===== config.mk =====
export PLATFORM = sky130hd
export DESIGN_NAME = i2c_txn_seq
export DESIGN_NICKNAME = d
export VERILOG_FILES = /design/src/rtl/i2c_seq_pkg.sv /design/src/rtl/i2c_seq_acquire.sv /design/src/rtl/i2c_seq_payload.sv /design/src/rtl/i2c_seq_ctl.sv /design/src/rtl/i2c_txn_seq.sv
export SDC_FILE = /design/constraint.sdc
export NUM_CORES = 1
export LEC_CHECK = 0
export BUFFER_PORTS_ARGS = -buffer_cell sky130_fd_sc_hd__buf_2
export CAP_MARGIN = 20
export CORE_MARGIN = 2
export CORE_UTILIZATION = 50
export DETAILED_ROUTE_END_ITERATION = 8
export GPL_TIMING_DRIVEN = 0
export PLACE_DENSITY = 0.86
export SETUP_SLACK_MARGIN = 0.4
export SYNTH_ARGS = -nofsm -noshare
export SYNTH_HDL_FRONTEND = slang
export SYNTH_HIERARCHICAL = 1
export SYNTH_SLANG_ARGS = --single-unit

===== constraint.sdc =====
create_clock -name clk -period 7.3 [get_ports clk]
set_clock_uncertainty 0.05 [all_clocks]
set_input_delay 0 -clock clk [delete_from_list [all_inputs] [get_ports clk]]
set_output_delay 0 -clock clk [all_outputs]
set_load 0.1 [all_outputs]

===== src/rtl/i2c_seq_pkg.sv =====
package i2c_seq_pkg;

   localparam int unsigned TGT_ADDR_W = 7;

   typedef enum logic [1:0] {
      OP_START = 2'd0,
      OP_STOP  = 2'd1,
      OP_WRITE = 2'd2,
      OP_READ  = 2'd3
   } bus_op_e;

   typedef enum logic [2:0] {
      SQ_IDLE,
      SQ_ACQ,
      SQ_START,
      SQ_ADDR,
      SQ_DATA,
      SQ_STOP
   } seq_st_e;

endpackage


===== src/rtl/i2c_seq_acquire.sv =====
module i2c_seq_acquire #(
   parameter int unsigned TRIES = 2,
   parameter int unsigned PAUSE = 500
) (
   input  logic clk,
   input  logic rst_n,
   input  logic start,
   input  logic bus_ok,
   output logic try_o,
   output logic grant_o,
   output logic deny_o
);

   localparam int unsigned TRY_W   = $clog2(TRIES + 1);
   localparam int unsigned PAUSE_W = (PAUSE > 0) ? $clog2(PAUSE + 1) : 1;

   typedef enum logic [1:0] {A_IDLE, A_TRY, A_WAIT} acq_st_e;

   acq_st_e          st;
   logic [TRY_W-1:0] tries;
   logic             last_try;
   logic             refused;
   logic             wait_done;
   logic             load_pause;

   assign try_o      = (st == A_TRY);
   assign last_try   = (tries == TRY_W'(TRIES - 1));
   assign refused    = try_o && !bus_ok;
   assign load_pause = refused && !last_try;

   generate
      if (PAUSE > 0) begin : g_pause
         logic [PAUSE_W-1:0] cnt;
         always_ff @(posedge clk or negedge rst_n) begin
            if (!rst_n) begin
               cnt <= '0;
            end else if (load_pause) begin
               cnt <= PAUSE_W'(PAUSE - 1);
            end else if (st == A_WAIT && cnt != '0) begin
               cnt <= cnt - 1'b1;
            end
         end
         assign wait_done = (cnt == '0);
      end else begin : g_nopause
         assign wait_done = 1'b1;
      end
   endgenerate

   always_ff @(posedge clk or negedge rst_n) begin
      if (!rst_n) begin
         st      <= A_IDLE;
         tries   <= '0;
         grant_o <= 1'b0;
         deny_o  <= 1'b0;
      end else begin
         grant_o <= 1'b0;
         deny_o  <= 1'b0;
         case (st)
            A_IDLE: begin
               if (start) begin
                  st    <= A_TRY;
                  tries <= '0;
               end
            end
            A_TRY: begin
               if (bus_ok) begin
                  grant_o <= 1'b1;
                  st      <= A_IDLE;
               end else if (last_try) begin
                  deny_o <= 1'b1;
                  st     <= A_IDLE;
               end else begin
                  tries <= tries + 1'b1;
                  st    <= (PAUSE == 0) ? A_TRY : A_WAIT;
               end
            end
            A_WAIT: begin
               if (wait_done) st <= A_TRY;
            end
            default: st <= A_IDLE;
         endcase
      end
   end

endmodule


===== src/rtl/i2c_seq_payload.sv =====
module i2c_seq_payload #(
   parameter int unsigned PL_W  = 4,
   parameter int unsigned LEN_W = 8
) (
   input  logic             clk,
   input  logic             rst_n,
   input  logic             load_cmd,
   input  logic [PL_W-1:0]  cmd_count,
   input  logic             load_desc,
   input  logic [6:0]       d_addr,
   input  logic             d_read,
   input  logic [LEN_W-1:0] d_len,
   input  logic             byte_step,
   input  logic             next_pl,
   output logic [PL_W-1:0]  idx_o,
   output logic [7:0]       addr_byte_o,
   output logic             is_read_o,
   output logic             rem_zero_o,
   output logic             rem_one_o,
   output logic             last_pl_o
);

   logic [PL_W-1:0]  cnt_q;
   logic [PL_W-1:0]  idx_q;
   logic [6:0]       addr_q;
   logic             rd_q;
   logic [LEN_W-1:0] rem_q;

   always_ff @(posedge clk or negedge rst_n) begin
      if (!rst_n) begin
         cnt_q <= '0;
         idx_q <= '0;
      end else if (load_cmd) begin
         cnt_q <= cmd_count;
         idx_q <= '0;
      end else if (next_pl) begin
         idx_q <= idx_q + 1'b1;
      end
   end

   always_ff @(posedge clk or negedge rst_n) begin
      if (!rst_n) begin
         addr_q <= '0;
         rd_q   <= 1'b0;
         rem_q  <= '0;
      end else if (load_desc) begin
         addr_q <= d_addr;
         rd_q   <= d_read;
         rem_q  <= d_len;
      end else if (byte_step) begin
         rem_q <= rem_q - 1'b1;
      end
   end

   assign idx_o       = idx_q;
   assign addr_byte_o = {addr_q, rd_q};
   assign is_read_o   = rd_q;
   assign rem_zero_o  = (rem_q == '0);
   assign rem_one_o   = (rem_q == LEN_W'(1));
   assign last_pl_o   = (idx_q == PL_W'(cnt_q - 1'b1));

endmodule


===== src/rtl/i2c_seq_ctl.sv =====
module i2c_seq_ctl
   import i2c_seq_pkg::*;
(
   input  logic       clk,
   input  logic       rst_n,
   input  logic       cmd_start,
   input  logic       cmd_zero,
   input  logic       grant,
   input  logic       deny,
   input  logic       is_read,
   input  logic       rem_zero,
   input  logic       rem_one,
   input  logic       last_pl,
   input  logic [7:0] addr_byte,
   input  logic [7:0] wr_byte,
   input  logic       eng_done,
   input  logic       eng_ack,
   input  logic [7:0] eng_rbyte,
   output logic       acq_start,
   output logic       load_cmd,
   output logic       load_desc,
   output logic       byte_step,
   output logic       next_pl,
   output logic       eng_go,
   output logic [1:0] eng_op,
   output logic [7:0] eng_wbyte,
   output logic       eng_last,
   output logic       wr_pop,
   output logic       rd_valid,
   output logic [7:0] rd_byte,
   output logic       done,
   output logic       done_ok
);

   seq_st_e st;
   logic    issued;
   logic    fail_q;
   logic    fin;
   logic    op_state;
   logic    pl_end;
   bus_op_e op_sel;
   seq_st_e pl_exit;

   assign op_state = (st == SQ_START) || (st == SQ_ADDR) ||
                     (st == SQ_DATA)  || (st == SQ_STOP);
   assign eng_go   = op_state && !issued;
   assign fin      = issued && eng_done;

   always_comb begin
      case (st)
         SQ_STOP: op_sel = OP_STOP;
         SQ_ADDR: op_sel = OP_WRITE;
         SQ_DATA: op_sel = is_read ? OP_READ : OP_WRITE;
         default: op_sel = OP_START;
      endcase
   end

   assign eng_op    = op_sel;
   assign eng_wbyte = (st == SQ_ADDR) ? addr_byte :
                      (st == SQ_DATA && !is_read) ? wr_byte : 8'h00;
   assign eng_last  = (st == SQ_DATA) && is_read && rem_one;
   assign wr_pop    = eng_go && (st == SQ_DATA) && !is_read;

   assign load_cmd  = (st == SQ_IDLE) && cmd_start && !cmd_zero;
   assign acq_start = load_cmd;
   assign load_desc = eng_go && (st == SQ_START);
   assign byte_step = fin && (st == SQ_DATA) && (is_read || eng_ack);

   assign pl_end  = (fin && st == SQ_ADDR && eng_ack && rem_zero) ||
                    (fin && st == SQ_DATA && (is_read || eng_ack) && rem_one);
   assign next_pl = pl_end && !last_pl;
   assign pl_exit = last_pl ? SQ_STOP : SQ_START;

   always_ff @(posedge clk or negedge rst_n) begin
      if (!rst_n) begin
         st       <= SQ_IDLE;
         issued   <= 1'b0;
         fail_q   <= 1'b0;
         done     <= 1'b0;
         done_ok  <= 1'b0;
         rd_valid <= 1'b0;
         rd_byte  <= '0;
      end else begin
         done     <= 1'b0;
         rd_valid <= 1'b0;
         if (eng_go) issued <= 1'b1;
         else if (fin) issued <= 1'b0;
         case (st)
            SQ_IDLE: begin
               if (cmd_start) begin
                  fail_q <= 1'b0;
                  if (cmd_zero) begin
                     done    <= 1'b1;
                     done_ok <= 1'b1;
                  end else begin
                     st <= SQ_ACQ;
                  end
               end
            end
            SQ_ACQ: begin
               if (grant) begin
                  st <= SQ_START;
               end else if (deny) begin
                  done    <= 1'b1;
                  done_ok <= 1'b0;
                  st      <= SQ_IDLE;
               end
            end
            SQ_START: begin
               if (fin) begin
                  if (eng_ack) st <= SQ_ADDR;
                  else begin
                     fail_q <= 1'b1;
                     st     <= SQ_STOP;
                  end
               end
            end
            SQ_ADDR: begin
               if (fin) begin
                  if (!eng_ack) begin
                     fail_q <= 1'b1;
                     st     <= SQ_STOP;
                  end else if (rem_zero) begin
                     st <= pl_exit;
                  end else begin
                     st <= SQ_DATA;
                  end
               end
            end
            SQ_DATA: begin
               if (fin) begin
                  if (is_read) begin
                     rd_valid <= 1'b1;
                     rd_byte  <= eng_rbyte;
                  end
                  if (!is_read && !eng_ack) begin
                     fail_q <= 1'b1;
                     st     <= SQ_STOP;
                  end else if (rem_one) begin
                     st <= pl_exit;
                  end
               end
            end
            SQ_STOP: begin
               if (fin) begin
                  done    <= 1'b1;
                  done_ok <= !fail_q && eng_ack;
                  st      <= SQ_IDLE;
               end
            end
            default: st <= SQ_IDLE;
         endcase
      end
   end

endmodule


===== src/rtl/i2c_txn_seq.sv =====
module i2c_txn_seq #(
   parameter int unsigned PL_W      = 4,
   parameter int unsigned LEN_W     = 8,
   parameter int unsigned ACQ_TRIES = 2,
   parameter int unsigned PAUSE_CYC = 500
) (
   input  logic             clk,
   input  logic             rst_n,
   input  logic             cmd_start,
   input  logic [PL_W-1:0]  cmd_count,
   output logic [PL_W-1:0]  desc_idx,
   input  logic [6:0]       desc_addr,
   input  logic             desc_read,
   input  logic [LEN_W-1:0] desc_len,
   output logic             wr_pop,
   input  logic [7:0]       wr_byte,
   output logic             rd_valid,
   output logic [7:0]       rd_byte,
   output logic             acq_try,
   input  logic             acq_ok,
   output logic             eng_go,
   output logic [1:0]       eng_op,
   output logic [7:0]       eng_wbyte,
   output logic             eng_last,
   input  logic             eng_done,
   input  logic             eng_ack,
   input  logic [7:0]       eng_rbyte,
   output logic             done,
   output logic             done_ok
);

   generate
      if (PL_W < 1) begin : g_bad_pl
         $error("PL_W must be at least 1");
      end
      if (LEN_W < 1) begin : g_bad_len
         $error("LEN_W must be at least 1");
      end
      if (ACQ_TRIES < 1) begin : g_bad_tries
         $error("ACQ_TRIES must be at least 1");
      end
   endgenerate

   logic       acq_start, grant, deny;
   logic       load_cmd, load_desc, byte_step, next_pl;
   logic       is_read, rem_zero, rem_one, last_pl;
   logic [7:0] addr_byte;
   logic       cmd_zero;

   assign cmd_zero = (cmd_count == '0);

   i2c_seq_acquire #(
      .TRIES (ACQ_TRIES),
      .PAUSE (PAUSE_CYC)
   ) u_acq (
      .clk     (clk),
      .rst_n   (rst_n),
      .start   (acq_start),
      .bus_ok  (acq_ok),
      .try_o   (acq_try),
      .grant_o (grant),
      .deny_o  (deny)
   );

   i2c_seq_payload #(
      .PL_W  (PL_W),
      .LEN_W (LEN_W)
   ) u_pl (
      .clk         (clk),
      .rst_n       (rst_n),
      .load_cmd    (load_cmd),
      .cmd_count   (cmd_count),
      .load_desc   (load_desc),
      .d_addr      (desc_addr),
      .d_read      (desc_read),
      .d_len       (desc_len),
      .byte_step   (byte_step),
      .next_pl     (next_pl),
      .idx_o       (desc_idx),
      .addr_byte_o (addr_byte),
      .is_read_o   (is_read),
      .rem_zero_o  (rem_zero),
      .rem_one_o   (rem_one),
      .last_pl_o   (last_pl)
   );

   i2c_seq_ctl u_ctl (
      .clk       (clk),
      .rst_n     (rst_n),
      .cmd_start (cmd_start),
      .cmd_zero  (cmd_zero),
      .grant     (grant),
      .deny      (deny),
      .is_read   (is_read),
      .rem_zero  (rem_zero),
      .rem_one   (rem_one),
      .last_pl   (last_pl),
      .addr_byte (addr_byte),
      .wr_byte   (wr_byte),
      .eng_done  (eng_done),
      .eng_ack   (eng_ack),
      .eng_rbyte (eng_rbyte),
      .acq_start (acq_start),
      .load_cmd  (load_cmd),
      .load_desc (load_desc),
      .byte_step (byte_step),
      .next_pl   (next_pl),
      .eng_go    (eng_go),
      .eng_op    (eng_op),
      .eng_wbyte (eng_wbyte),
      .eng_last  (eng_last),
      .wr_pop    (wr_pop),
      .rd_valid  (rd_valid),
      .rd_byte   (rd_byte),
      .done      (done),
      .done_ok   (done_ok)
   );

endmodule


Yosys cells after proc, flatten, opt, wreduce, memory -nomap -nowiden
Cells that the tools add are included.

cells by class
  $add $sub $neg = 5
  eq/ne operators = 28
  muxes and demuxes = 62
  reductions and logical operators = 55

operators with widths
  cell                   count
  $mux W3                14
  $mux W8                4
  $mux W1                26
  $logic_and A1 B1 Y1    22
  $mux W9                2
  $ne A2 B2 Y1 const B   9
  $pmux W3 S6            1
  $mux W2                7
  $ne A2 B1 Y1 const B   7
  $pmux W2 S3            2
  $reduce_and A6 Y1      2
  $reduce_bool A2 Y1     5
  $logic_not A9 Y1       1
  $pmux W1 S3            3
  $reduce_bool A9 Y1     1
  $sub A9 B1 Y9 const B  1
  $eq A8 B1 Y1 const B   1
  $logic_not A1 Y1       8
  $logic_not A8 Y1       1
  $mux W4                2
  $reduce_and A8 Y1      1
  $sub A8 B1 Y8 const B  1
  $eq A3 B2 Y1 const B   2
  $eq A3 B3 Y1 const B   2
  19 further kinds       25

word-level totals
  flip-flop bits (word level) = 55
  bits of input ports = 42
  output and inout bits = 29
  word-level logic and storage cells = 167

Depth between registers and ports, before layout
Gate-level depths: netlist of run 1.

  word-level depth = 8
  depth in mapped cells = 10
  mapped depth without buffers = 10

Hierarchy
Netlist of run 1, hierarchy kept.

by module, submodules not included
  module           instances  cells an instance  area each (um2)  sequential area each (um2)
  i2c_seq_payload  1          107                1188.6           600.6
  i2c_seq_ctl      1          122                1067.3           400.4
  i2c_seq_acquire  1          70                 754.5            375.4
  i2c_txn_seq      1          1                  12.5             0.0

Worst setup path before layout of run 1
OpenSTA, ideal clock, no wires.

  path type = flip-flop to output port
  start = register u_ctl.st[1]
  end = output port wr_pop
  arrival time = 2.850 ns
  required time = 7.250 ns
  path slack = 4.400 ns
  cell stages (with the launch flop) = 5
  buffers on the path = 1
  cell sequence = dfrtp_1 buf_6 nor2_2 nand2_1 nor3_1

on the way
  cells in the longest elaborated chain, start to end = 7

ends and longest elaborated chain
  element                             RTL line            source
  from (decl)                         i2c_seq_ctl.sv:35   seq_st_e st;
  from (signal assigned)              i2c_seq_ctl.sv:124  st <= pl_exit;
  from (signal assigned)              i2c_seq_ctl.sv:140  st <= pl_exit;
  $eq A3 B2 Y1                        i2c_seq_ctl.sv:44   assign op_state = (st == SQ_START) || (st == SQ_ADDR) ||
  $logic_or A1 B1 Y1 (2 in a row)     i2c_seq_ctl.sv:44
  $logic_or A1 B1 Y1                  i2c_seq_ctl.sv:45   (st == SQ_DATA) || (st == SQ_STOP);
  $logic_and A1 B1 Y1                 i2c_seq_ctl.sv:46   assign eng_go = op_state && !issued;
  $logic_and A1 B1 Y1 * (2 in a row)  i2c_seq_ctl.sv:62   assign wr_pop = eng_go && (st == SQ_DATA) && !is_read;
  to (decl)                           i2c_txn_seq.sv:15   output logic wr_pop,

Mark *: on every way between the ends. The rest lies on a longest branch, timed or not.

Final worst setup path of run 1
  start = register u_pl.rem_q[2]
  end = register u_pl.idx_q[3] (netlist: u_pl/idx_o[3])

on the way
  cells in the longest elaborated chain, start to end = 5

ends and longest elaborated chain
  element                              RTL line               source
  from (decl)                          i2c_seq_payload.sv:27  logic [LEN_W-1:0] rem_q;
  from (signal assigned)               i2c_seq_payload.sv:49  rem_q <= d_len;
  from (signal assigned)               i2c_seq_payload.sv:51  rem_q <= rem_q - 1'b1;
  $logic_not A8 Y1                     i2c_seq_payload.sv:58  assign rem_zero_o = (rem_q == '0);
  named net rem_zero                   i2c_txn_seq.sv:46      logic is_read, rem_zero, rem_one, last_pl;
  $logic_and A1 B1 Y1                  i2c_seq_ctl.sv:69      assign pl_end = (fin && st == SQ_ADDR && eng_ack && rem_zero) ||
  $logic_or A1 B1 Y1                   i2c_seq_ctl.sv:69
  $logic_and A1 B1 Y1                  i2c_seq_ctl.sv:71      assign next_pl = pl_end && !last_pl;
  named net next_pl                    i2c_txn_seq.sv:45      logic load_cmd, load_desc, byte_step, next_pl;
  $reduce_bool A2 Y1 (no source line)  -
  to (signal assigned)                 i2c_seq_payload.sv:37  idx_q <= idx_q + 1'b1;
  to (decl)                            i2c_seq_payload.sv:24  logic [PL_W-1:0] idx_q;

The timed path passes the listed nets, and every way through them passes these cells.
A chain may end at the register's enable or synchronous reset.

==> flow_summary.yaml, run 1 <==
status:
  status: "finished, final reports clean"
floorplan:
  io-pin-count: 71
  core_region_area_um2: 5886
  fp.dieH_um: 81.76
  dieWidth_um: 81.76
  initial_utilization_pct: 51.36
  rows: 28
  die_area_um2: 6684
sta:
  clock.fmax_mhz: 333.9
  tightest_slew_ns: 0.6932
  finalHoldViolCount: 0
  tns_ns: 0
  fin_crit_ns: 2.995
  fin_ws_ns: 4.305
  slew_headroom_pct: 53.36
  finalMaxSlewViolations: 0
  period_share_pct: 41.02
  finalSetupViolCount: 0
  rsz0062_at_grt: "false"
final_layout:
  layout.nets: 456
  drive_gt1_share_pct: 30.15
  area_growth_pct: 29.76
  n_antenna_cell: 0
  design_area_um2: 3923
setup_path:
  r2r-start: "u_pl/rem_q[2]"
  crit_start: "u_pl/rem_q[2]"
  crit_path_end_kind: "register"
  crit_arrival_ns: 3.14
  required_ns: 7.45
  cp_max_fo: 6
  path_class: "reg2reg"
  crit_path_start_kind: "register"
power_and_ir_drop:
  ir_drop_uv: 191.2
  pwr_density_cell_nw_per_um2: 424.1
  p_leak_nw: 1.822
clocking:
  cts_buffers: 5
  root_buffer: "clkbuf_8"
  cts.reportedPaths.clkPinSlew_ns: 0.10
  clock-sinks: 55
  h-tree-depth: 2
  insertion_delay_ns: 0.31
  clockBufferDepth: 2
  post_cts_buffers: 0
  cts_tree: "built"
  cts_resized: 0
job:
  drv_cap: 0
global_routing:
  grt_pass1_vias: 2697
  antenna_found_initial: 0
  grt_pass1_wl_mm: 12.46
  grt_use_total_pct: 24.66
  grt_max_degree: 30
  overflow: 0
place:
  numPortBuffers: 69
  hpwl_mm: 5.053
  placed_area_um2: 3482
  finalWeightedCongestion: 0.8696
  post-place-ws_ns: 4.368
synth:
  synthFlopType: "dfrtp_1"
  synth_edf_count: 0
  yosysTopAreaCell: "dfrtp_1"
  syn_nets: 349
  yosysWarnings: 6
  avgSynthCellArea_um2: 10.08
  ys_seq_area_share_pct: 45.53
  ys_seq_elements: 55
  synth_cell_types: 61
  yosysTopAreaCellShare_pct: 45.53
  async_reset_ff_share_pct: 100.0
  yosys-top-cells-area: "dfrtp_1 46%, nand2_1 6.5%, mux2_2 4.5%"
  syn_inst: 300
  netlist_area_um2: 3023
route:
  drt-met1-wl_mm: 3.047
  drt-initial-drc-count: 263
  dr_wl_met2_mm: 4.134
  drt_first_pass_iters: 4
  vias: 2755
  top_layer_used: "met4"
  drt_wl_total_mm: 7.904
  met3_length_um: 432
  post_drt_wl_per_cell_um: 16.36
  routed_via_density: 5.704
  final_antenna_net_count: 0
  route.detailed.drc: 0
hold_path:
  worstHoldPathType: "in2reg"
  hp-start: "cmd_start"
==> worst max-delay path, stage by stage (launching register included) <==
cell and delay [ns]:
dfrtp_1 0.44, or4_1 0.54, clkbuf_2 0.16, nor4b_1 0.57, a32oi_1 0.20, nor3_1 0.49
nand4_1 0.21, xor2_1 0.17, nor2_1 0.05
==> report_power, final <==
group          switching (mW)  internal (mW)  leakage (nW)
logic                   0.603          0.300          1.07
registers              0.0992          0.417         0.679
clock network           0.104          0.139        0.0703
total                   0.807          0.857          1.82
==> cell type report <==
type / count / area [um^2]
plain buffers: 16 / 103.9
clock buffers: 5 / 68.82
clock inverters: 3 / 71.32
fillers: 436 / 1963
inverters: 11 / 41.29
multi-input cells: 218 / 1501
flip-flops and latches: 55 / 1376
well taps: 75 / 93.84
repair buffers: 100 / 665.6
==> stage by stage <==
stage | hold slack, ns | util, % | total power, mW | cells
3_3_place_gp | 0.1421 | 58.82 | 1.346 | 444
5_1_grt | 0.06976 | 66.65 | 1.750 | 483
2_1_floorplan | -0.3456 | - | 1.213 | 300
4_1_cts | 0.03493 | 66.65 | 1.643 | 483
3_5_place_dp | 0.01103 | 59.16 | 1.383 | 445
6_report | 0.06468 | 66.65 | 1.664 | 483
==> kinds of logic after synthesis <==
group	Yosys count	share of synthesized area [%]
xor+xnor	13	3.767
fa+ha+maj	7	2.897
mux	16	6.167
compound gates	60	14.20
flops	55	45.53
simple gates	122	22.64
buf+inv	27	4.801
==> registers in the layout, indices dropped and copies added (netlist names), 2 cells and up <==
register,cells
u_ctl/rd_byte,8
u_pl/addr_q,7
u_acq/tries,2
u_ctl/st,3
u_pl/rem_q,8
u_pl/cnt_q,4
u_acq/g_pause.cnt,9
u_acq/st,2
u_pl/idx_o,4
==> placed cells by master (no fill, tap or decap), types with 3 or more instances in the layout <==
cell type,Yosys,final
a21oi_1,8,8
mux2_2,12,12
xnor2_1,10,10
a22o_1,8,8
nor2_1,14,14
a31oi_1,4,4
nor2b_1,5,5
buf_6,4,4
or4_1,5,5
buf_2,1,70
o211ai_1,5,5
buf_4,3,3
ha_1,7,7
or3_2,3,3
clkbuf_8,0,5
o21ai_0,15,15
nand2b_1,5,5
nand2_1,52,52
nand3_1,5,5
dfrtp_1,55,55
xor2_1,3,3
inv_1,10,10
nor3_1,4,4
dlygate4sd3_1,0,30
nor4_1,3,3
o31ai_1,5,5
clkbuf_1,7,7
==> worst paths after layout <==
kind	depth (start not counted)	end	slack, ns
max	8	u_pl/idx_o[3]	4.31
min	3	u_ctl/fail_q	0.06
max reg2reg	8	u_pl/idx_o[3]	4.31
min reg2reg	2	u_ctl/rd_byte[3]	0.44
max in group asynchronous	3	u_pl/rem_q[1]	6.45
min in group asynchronous	2	u_acq/tries[0]	0.18
==> cells in the mapped netlist (2+ instances only) <==
cell type	n
a21boi_0	2
a21oi_1	8
a22o_1	8
a31oi_1	4
a32o_1	2
and3b_1	2
buf_4	3
buf_6	4
clkbuf_1	7
dfrtp_1	55
ha_1	7
inv_1	10
mux2_2	12
mux2_4	2
nand2_1	52
nand2b_1	5
nand3_1	5
nand3b_1	2
nor2_1	14
nor2_2	2
nor2b_1	5
nor3_1	4
nor3b_4	2
nor4_1	3
nor4b_1	2
o211ai_1	5
o21ai_0	15
o21ai_2	2
o31ai_1	5
or3_1	2
or3_2	3
or4_1	5
or4_2	2
xnor2_1	10
xor2_1	3
==> per-layer routing <==
layer	vias up	track usage (%)
li1	1281	-
met3	31	4.176
met2	124	43.66
met5	-	0
met1	1319	28.82
met4	0	12.00
==> timing repair <==
| action | 4_1_cts | 5_1_grt |
|---|---|---|
| hold buffers | 30 | 0 |
| endpoints found under the setup margin | 0 | 0 |
| hold endpoints to repair | 56 | 0 |
No activity file was read; power rests on OpenSTA's default activity.
==> run 2, diff against run 1 <==
CORE_UTILIZATION = 49   (was 50)
PLACE_DENSITY = 0.88   (was 0.86)
clock period = 2.7 ns   (was 7.3 ns; I/O delays follow)
==> run 2 against run 1 <==
Sequential share of layout area is 1.4 points lower. Count of clock-buffer cells in the layout stayed put. First-iteration DRC count is 12% higher. Clock power is 100% higher. Sequential power grew to 2.8 times the previous value. Utilization is 2.0 points higher. Worst hold slack worse by 0.019 ns. Global-route usage is 0.56 points lower. Final cell count is 2.5% higher. Non-clock buffer count is 11 higher. Die area is 1.9% higher. Routed wire length is 10% higher.
==> flow_summary.yaml, run 2 (same netlist as run 1, synthesis figures left out) <==
floorplan:
  io-pin-count: 71
  fp.dieH_um: 82.55
  core_region_area_um2: 5956
  dieWidth_um: 82.55
  initial_utilization_pct: 50.76
  rows: 28
  die_area_um2: 6814
place:
  dpl.cell_count: 445
  hpwl_mm: 4.925
  placed_area_um2: 3515
  numPortBuffers: 69
  finalWeightedCongestion: 0.8671
  post-place-ws_ns: 0.1805
setup_path:
  crit_arrival_ns: 2.53
  slowest_stage: "or4_4"
  cp_max_fo: 3
  critPathBufInv: 2
  cp_slowest_stage_delay_ns: 0.54
  required_ns: 2.87
  path_cells: "or4_4 > buf_6 > nor4b_4 > buf_4 > nand2b_1 > a21boi_0 > o21ai_0 > mux2_4"
  crit_path_start_kind: "register"
  crit_path_end_kind: "register"
  cpLargestDelayFamily: "simple AND/OR/NAND/NOR gates"
  path_class: "reg2reg"
route:
  drt_wl_total_mm: 8.691
  route.detailed.drc: 0
  vias: 2899
  drt-initial-drc-count: 294
  routed_via_density: 5.857
  post_drt_wl_per_cell_um: 17.56
  final_antenna_net_count: 0
  drt_first_pass_iters: 5
final_layout:
  largestRegisters: "u_acq/g_pause.cnt: 9 flops, u_ctl/rd_byte: 8 flops, u_pl/rem_q: 8 flops"
  largest_reg_flops: 9
  regMostFlops: "u_acq/g_pause.cnt"
  drive_gt1_share_pct: 34.61
  layout.nets: 467
  final_cell_mix: "61 x buf_2, 53 x dfrtp_1, 52 x nand2_1"
  fin_util_pct: 68.66
  fill_cells: 418
  fin_cells: 495
  final_common_cell: "buf_2"
  design_area_um2: 4089
  area_growth_pct: 35.26
sta:
  finalSetupViolCount: 0
  finalHoldViolCount: 0
  clock.fmax_mhz: 423.1
  slew_headroom_pct: 66.95
  finalMaxSlewViolations: 0
  fin_worst_hold_slack_ns: 0.04526
  fin_ws_ns: 0.3367
  period_share_pct: 87.53
  tightest_slew_ns: 0.4992
  rsz0062_at_grt: "true"
  fin_crit_ns: 2.363
  tns_ns: 0
power_and_ir_drop:
  p_switching_mw: 2.325
  pwr-share-comb_pct: 57.9
  power.share.clock_pct: 10.7
  p_int_mw: 2.232
  power_mw: 4.556
  ir_drop_uv: 772.1
  p_leak_nw: 1.874
  pwr_density_cell_nw_per_um2: 1114
  p_seq_share_pct: 31.4
  p_sw_share_pct: 51.02
clocking:
  clock-sinks: 55
  cts.reportedPaths.clkPinSlew_ns: 0.11
  cts_tree: "built"
  insertion_delay_ns: 0.32
  h-tree-depth: 2
  cts_buffers: 5
  clockBufferDepth: 2
  root_buffer: "clkbuf_8"
global_routing:
  grt_pass1_wl_mm: 12.44
  antenna_found_initial: 0
  grt_max_degree: 39
  grt_pass1_vias: 2699
  grt_use_total_pct: 24.10
  overflow: 0
status:
  status: "finished, final reports clean"
hold_path:
  worstHoldPathType: "in2reg"
job:
  drv_cap: 0
-- run 2: metal layers --
layer  up-vias  global-route usage (%)  routed length [um]
li1       1297                       -                   -
met1      1420                   28.76                3275
met2       145                   42.18                4579
met3        37                   3.913                 521
met4         0                   11.64                 315
met5         -                       0                   0
-- run 2: area by class of cell --
type | count | area (um^2) | area share (%)
Multi-Input combinational cell | 218 | 1583 | 38.71
Sequential cell | 55 | 1379 | 33.72
Timing Repair Buffer | 111 | 783.3 | 19.16
Buffer | 16 | 111.4 | 2.723
Tap cell | 75 | 93.84 | 2.295
Clock buffer | 5 | 68.82 | 1.683
Inverter | 11 | 41.29 | 1.010
Clock inverter | 3 | 26.28 | 0.6426
Antenna cell | 1 | 2.502 | 0.06120
-- run 2: power groups by stage --
stage / combinational, mW / clock (mW) / sequential [mW]
floorplan: 1.63 / 0 / 1.68
global placement: 2.28 / 0 / 1.39
detailed placement: 2.35 / 0 / 1.41
CTS: 2.43 / 0.503 / 1.40
global route: 2.79 / 0.528 / 1.47
finish: 2.64 / 0.489 / 1.43
-- run 2: worst paths after layout --
check / cells past startpoint / from / slack, ns / end
worst max-delay path: 8 / u_pl/rem_q[2] / 0.34 / u_ctl/st[2]
worst min-delay path: 3 / cmd_start / 0.05 / u_ctl/fail_q
worst max register to register: 8 / u_pl/rem_q[2] / 0.34 / u_ctl/st[2]
worst min register to register: 2 / u_ctl/rd_byte[0] / 0.44 / u_ctl/rd_byte[0]
max in group asynchronous: 3 / rst_n / 1.96 / u_acq/g_pause.cnt[5]
min in group asynchronous: 2 / rst_n / 0.08 / u_pl/rem_q[0]
-- run 2: worst reg2reg max path, stage by stage (launching register included) --
cell,delay [ns]
dfrtp_1,0.43
or4_4,0.54
buf_6,0.14
nor4b_4,0.22
buf_4,0.17
nand2b_1,0.05
a21boi_0,0.24
o21ai_0,0.14
mux2_4,0.28
-- run 2: timing repair --
action / in CTS / in global routing
hold buffers: 30 / 0
pin swaps: 3 / 9
setup buffers: 4 / 7
endpoints found under the hold margin: 85 / 0
setup endpoints to repair: 10 / 20
resized for setup: 8 / 19
==> run 3, diff against run 2 <==
ABC_AREA = 1   (was unset)
CORE_UTILIZATION = 50   (was 49)
==> run 3 against run 2 <==
Routed wire length up 0.39%. Utilization is 1.1 points lower. Fmax grew 7.9%. Worst hold slack better by 0.013 ns. Count of clock-buffer cells in the layout grew 1. Final cell count rose by 26%. Setup slack gained 0.17 ns. Sequential cell count unchanged. Sequential power about the same. Register-to-register slack improved by 0.17 ns. First-iteration DRC count fell by 27%. Global-route usage is 0.25 points lower. Highest routed layer unchanged.
==> flow_summary.yaml, run 3 <==
place:
  finalWeightedCongestion: 0.9390
  placed_area_um2: 3819
  post-place-ws_ns: 0.3215
  numPortBuffers: 70
  hpwl_mm: 5.920
synth:
  synth_xor_xnor_area_share_pct: 1.837
  syn_inst: 432
  synthFlopType: "dfrtp_1"
  avgSynthCellArea_um2: 7.724
  synth_compound_area_share_pct: 7.312
  netlist_top_cells_count: "129 x nand2_1, 55 x dfrtp_1, 52 x nand3_1"
  synth-simple-area-share_pct: 34.87
  async_reset_ff_share_pct: 100.0
  netlist_area_um2: 3337
  synth_cell_types: 38
  synthMuxAreaShare_pct: 2.925
  ys_seq_elements: 55
  synth_edf_count: 0
  synth-adder-area-share_pct: 2.625
  syn_nets: 481
  synth_top_family_by_area: "simple AND/OR/NAND/NOR gates"
  yosysTopAreaCell: "dfrtp_1"
  ys_seq_area_share_pct: 41.24
  synth_most_common_cell: "nand2_1"
  yosysTopAreaCellShare_pct: 41.24
  yosys-top-cells-area: "dfrtp_1 41%, nand2_1 15%, nand3_1 7.8%"
  yosysWarnings: 6
sta:
  fin_ws_ns: 0.5102
  rsz0062_at_grt: "false"
  clock.fmax_mhz: 456.7
  finalMaxSlewViolations: 0
  fin_crit_ns: 2.190
  finalHoldViolCount: 0
  tightest_slew_ns: 0.6245
  slew_headroom_pct: 58.37
  period_share_pct: 81.10
  finalSetupViolCount: 0
  tns_ns: 0
setup_path:
  cp_max_fo: 4
  crit_path_start_kind: "register"
  crit_path_end_kind: "register"
  rrSetupSlack_ns: 0.51
  cpMostUsedCell: "nand2_1"
  path_cells: "inv_2 > ha_4 > xor2_1 > nand2_1 > nor2_1 > inv_1 > nand3_2 > nor2_2 > nor2_2 > nor3_4 > nand2_1 > nor3_2 > nand2_1 > nand2_1 > nor2_1"
  path_class: "reg2reg"
  cp_slowest_stage_delay_ns: 0.42
  r2r-start: "u_pl/cnt_q[0]"
  reg2reg_to: "u_pl/idx_o[3]"
  crit_arrival_ns: 2.35
  slowest_stage: "dfrtp_1"
  rr_worst_depth: 15
  required_ns: 2.86
route:
  post_drt_wl_per_cell_um: 14.03
  drt_wl_total_mm: 8.725
  routed_via_density: 5.301
  final_antenna_net_count: 0
  top_layer_used: "met4"
  route.detailed.drc: 0
  drt-initial-drc-count: 214
  met3_length_um: 538
  drt-met1-wl_mm: 3.391
  vias: 3297
  dr_wl_met2_mm: 4.589
  drt_first_pass_iters: 5
final_layout:
  regMostFlops: "u_acq/g_pause.cnt"
  area_growth_pct: 29.25
  n_antenna_cell: 0
  fill_cells: 505
  largestRegisters: "u_acq/g_pause.cnt: 9 flops, u_ctl/rd_byte: 8 flops, u_pl/rem_q: 8 flops"
  design_area_um2: 4313
  final_cell_mix: "129 x nand2_1, 71 x buf_2, 51 x nand3_1, 51 x dfrtp_1, 43 x inv_1"
  fin_util_pct: 67.54
  layout.nets: 593
  final_common_cell: "nand2_1"
  largest_reg_flops: 9
  drive_gt1_share_pct: 27.89
floorplan:
  dieWidth_um: 85.70
  io-pin-count: 71
  initial_utilization_pct: 52.25
  core_region_area_um2: 6386
  rows: 29
  die_area_um2: 7344
  fp.dieH_um: 85.70
hold_path:
  worstHoldPathType: "in2reg"
  hold_depth: 3
  holdPathEnd: "u_ctl/done"
  hp-start: "cmd_start"
clocking:
  h-tree-depth: 2
  cts.reportedPaths.clkPinSlew_ns: 0.10
  clockBufferDepth: 2
  cts_tree: "built"
  clock-sinks: 55
  insertion_delay_ns: 0.31
  root_buffer: "clkbuf_8"
  cts_buffers: 5
global_routing:
  grt_max_degree: 32
  antenna_found_initial: 0
  grt_pass1_wl_mm: 14.03
  grt_pass1_vias: 3162
  grt_use_total_pct: 23.85
  overflow: 0
power_and_ir_drop:
  pwr-share-comb_pct: 55.8
  p_switching_mw: 2.329
  p_sw_share_pct: 51.51
  p_seq_share_pct: 31.6
  pwr_density_cell_nw_per_um2: 1049
  power.share.clock_pct: 12.6
  p_int_mw: 2.193
  ir_drop_uv: 693.0
  power_mw: 4.523
  p_leak_nw: 2.368
status:
  status: "finished, final reports clean"
job:
  drv_cap: 0
run 3: cell types whose count changed in the layout (fill, tap and decap cells not counted), moves of 10 or more:
| cell | change |
|---|---|
| inv_1 | +33 |
| inv_2 | +12 |
| buf_2 | +10 |
| nand2_1 | +77 |
| nand3_1 | +46 |
| nor2_1 | +15 |
| o21ai_1 | +12 |
run 3: kinds of logic (layout without fill, tap and decap cells):
| kind of cell | Yosys count | count (layout) |
|---|---|---|
| XOR/XNOR | 7 | 7 |
| flip-flops | 55 | 55 |
| adder cells (fa/ha/maj) | 7 | 7 |
| buffers and inverters | 66 | 179 |
| multiplexers | 8 | 8 |
| AND/OR/NAND/NOR | 249 | 249 |
| AO/OA/AOI/OAI | 40 | 40 |
run 3: repair_timing:
action / CTS / global route
buffers inserted: 0 / 3
gates resized for setup: 1 / 11
hold endpoints to repair: 56 / 0
pin swaps: 0 / 5
hold buffers: 31 / 0
setup endpoints to repair: 1 / 3
run 3: worst max-delay path by stage:
| stage | start | endpoint | slack (ns) | cells after the start |
|---|---|---|---|---|
| final | u_pl/cnt_q[0] | u_pl/idx_o[3] | 0.51 | 15 |
| after global placement | u_pl/cnt_q[0] | u_pl/idx_o[3] | 0.42 | 15 |
| after global routing | u_pl/cnt_q[0] | u_pl/idx_o[3] | 0.31 | 15 |
| after CTS | u_pl/cnt_q[0] | u_pl/idx_o[3] | 0.46 | 15 |
| after floorplan | u_pl/idx_o[2] | u_pl/idx_o[3] | 0.42 | 16 |
| after detailed placement | u_pl/cnt_q[0] | u_pl/idx_o[3] | 0.32 | 15 |
run 3: per-layer routing:
metal  vias up  track usage [%]
met1      1548            27.45
met4         0            9.235
li1       1606                -
met2       121            43.89
met5         -                0
met3        22            4.139
run 3: worst max-delay path, delay by kind of cell (launching register included):
kind	cells	cell delay [ns]
XOR/XNOR	1	0.15
buffers and inverters	2	0.19
flip-flops	1	0.42
AND/OR/NAND/NOR	11	1.07
adder cells (fa/ha/maj)	1	0.20
run 3: final cells by class:
class / count / area, um^2 / area share (%)
plain buffers: 10 / 91.34 / 2.118
flip-flops and latches: 55 / 1384 / 32.09
multi-input cells: 311 / 1705 / 39.54
clock buffers: 6 / 82.58 / 1.915
clock inverters: 2 / 35.03 / 0.8123
well taps: 77 / 96.34 / 2.234
repair buffers: 105 / 703.2 / 16.30
inverters: 56 / 215.2 / 4.990
run 3: per-stage QoR:
step	cells	hold slack [ns]
after global placement	579	0.1535
after floorplan	432	-0.3456
after global routing	622	0.08987
after CTS	619	0.03727
final	622	0.05866
after detailed placement	580	-0.0006480
run 3: power by group through the flow:
stage,sequential (mW),clock [mW],combinational [mW]
6_report,1.43,0.571,2.52
5_1_grt,1.47,0.626,2.74
4_1_cts,1.42,0.590,2.43
3_5_place_dp,1.43,0,2.37
3_3_place_gp,1.40,0,2.28
2_1_floorplan,1.68,0,1.63
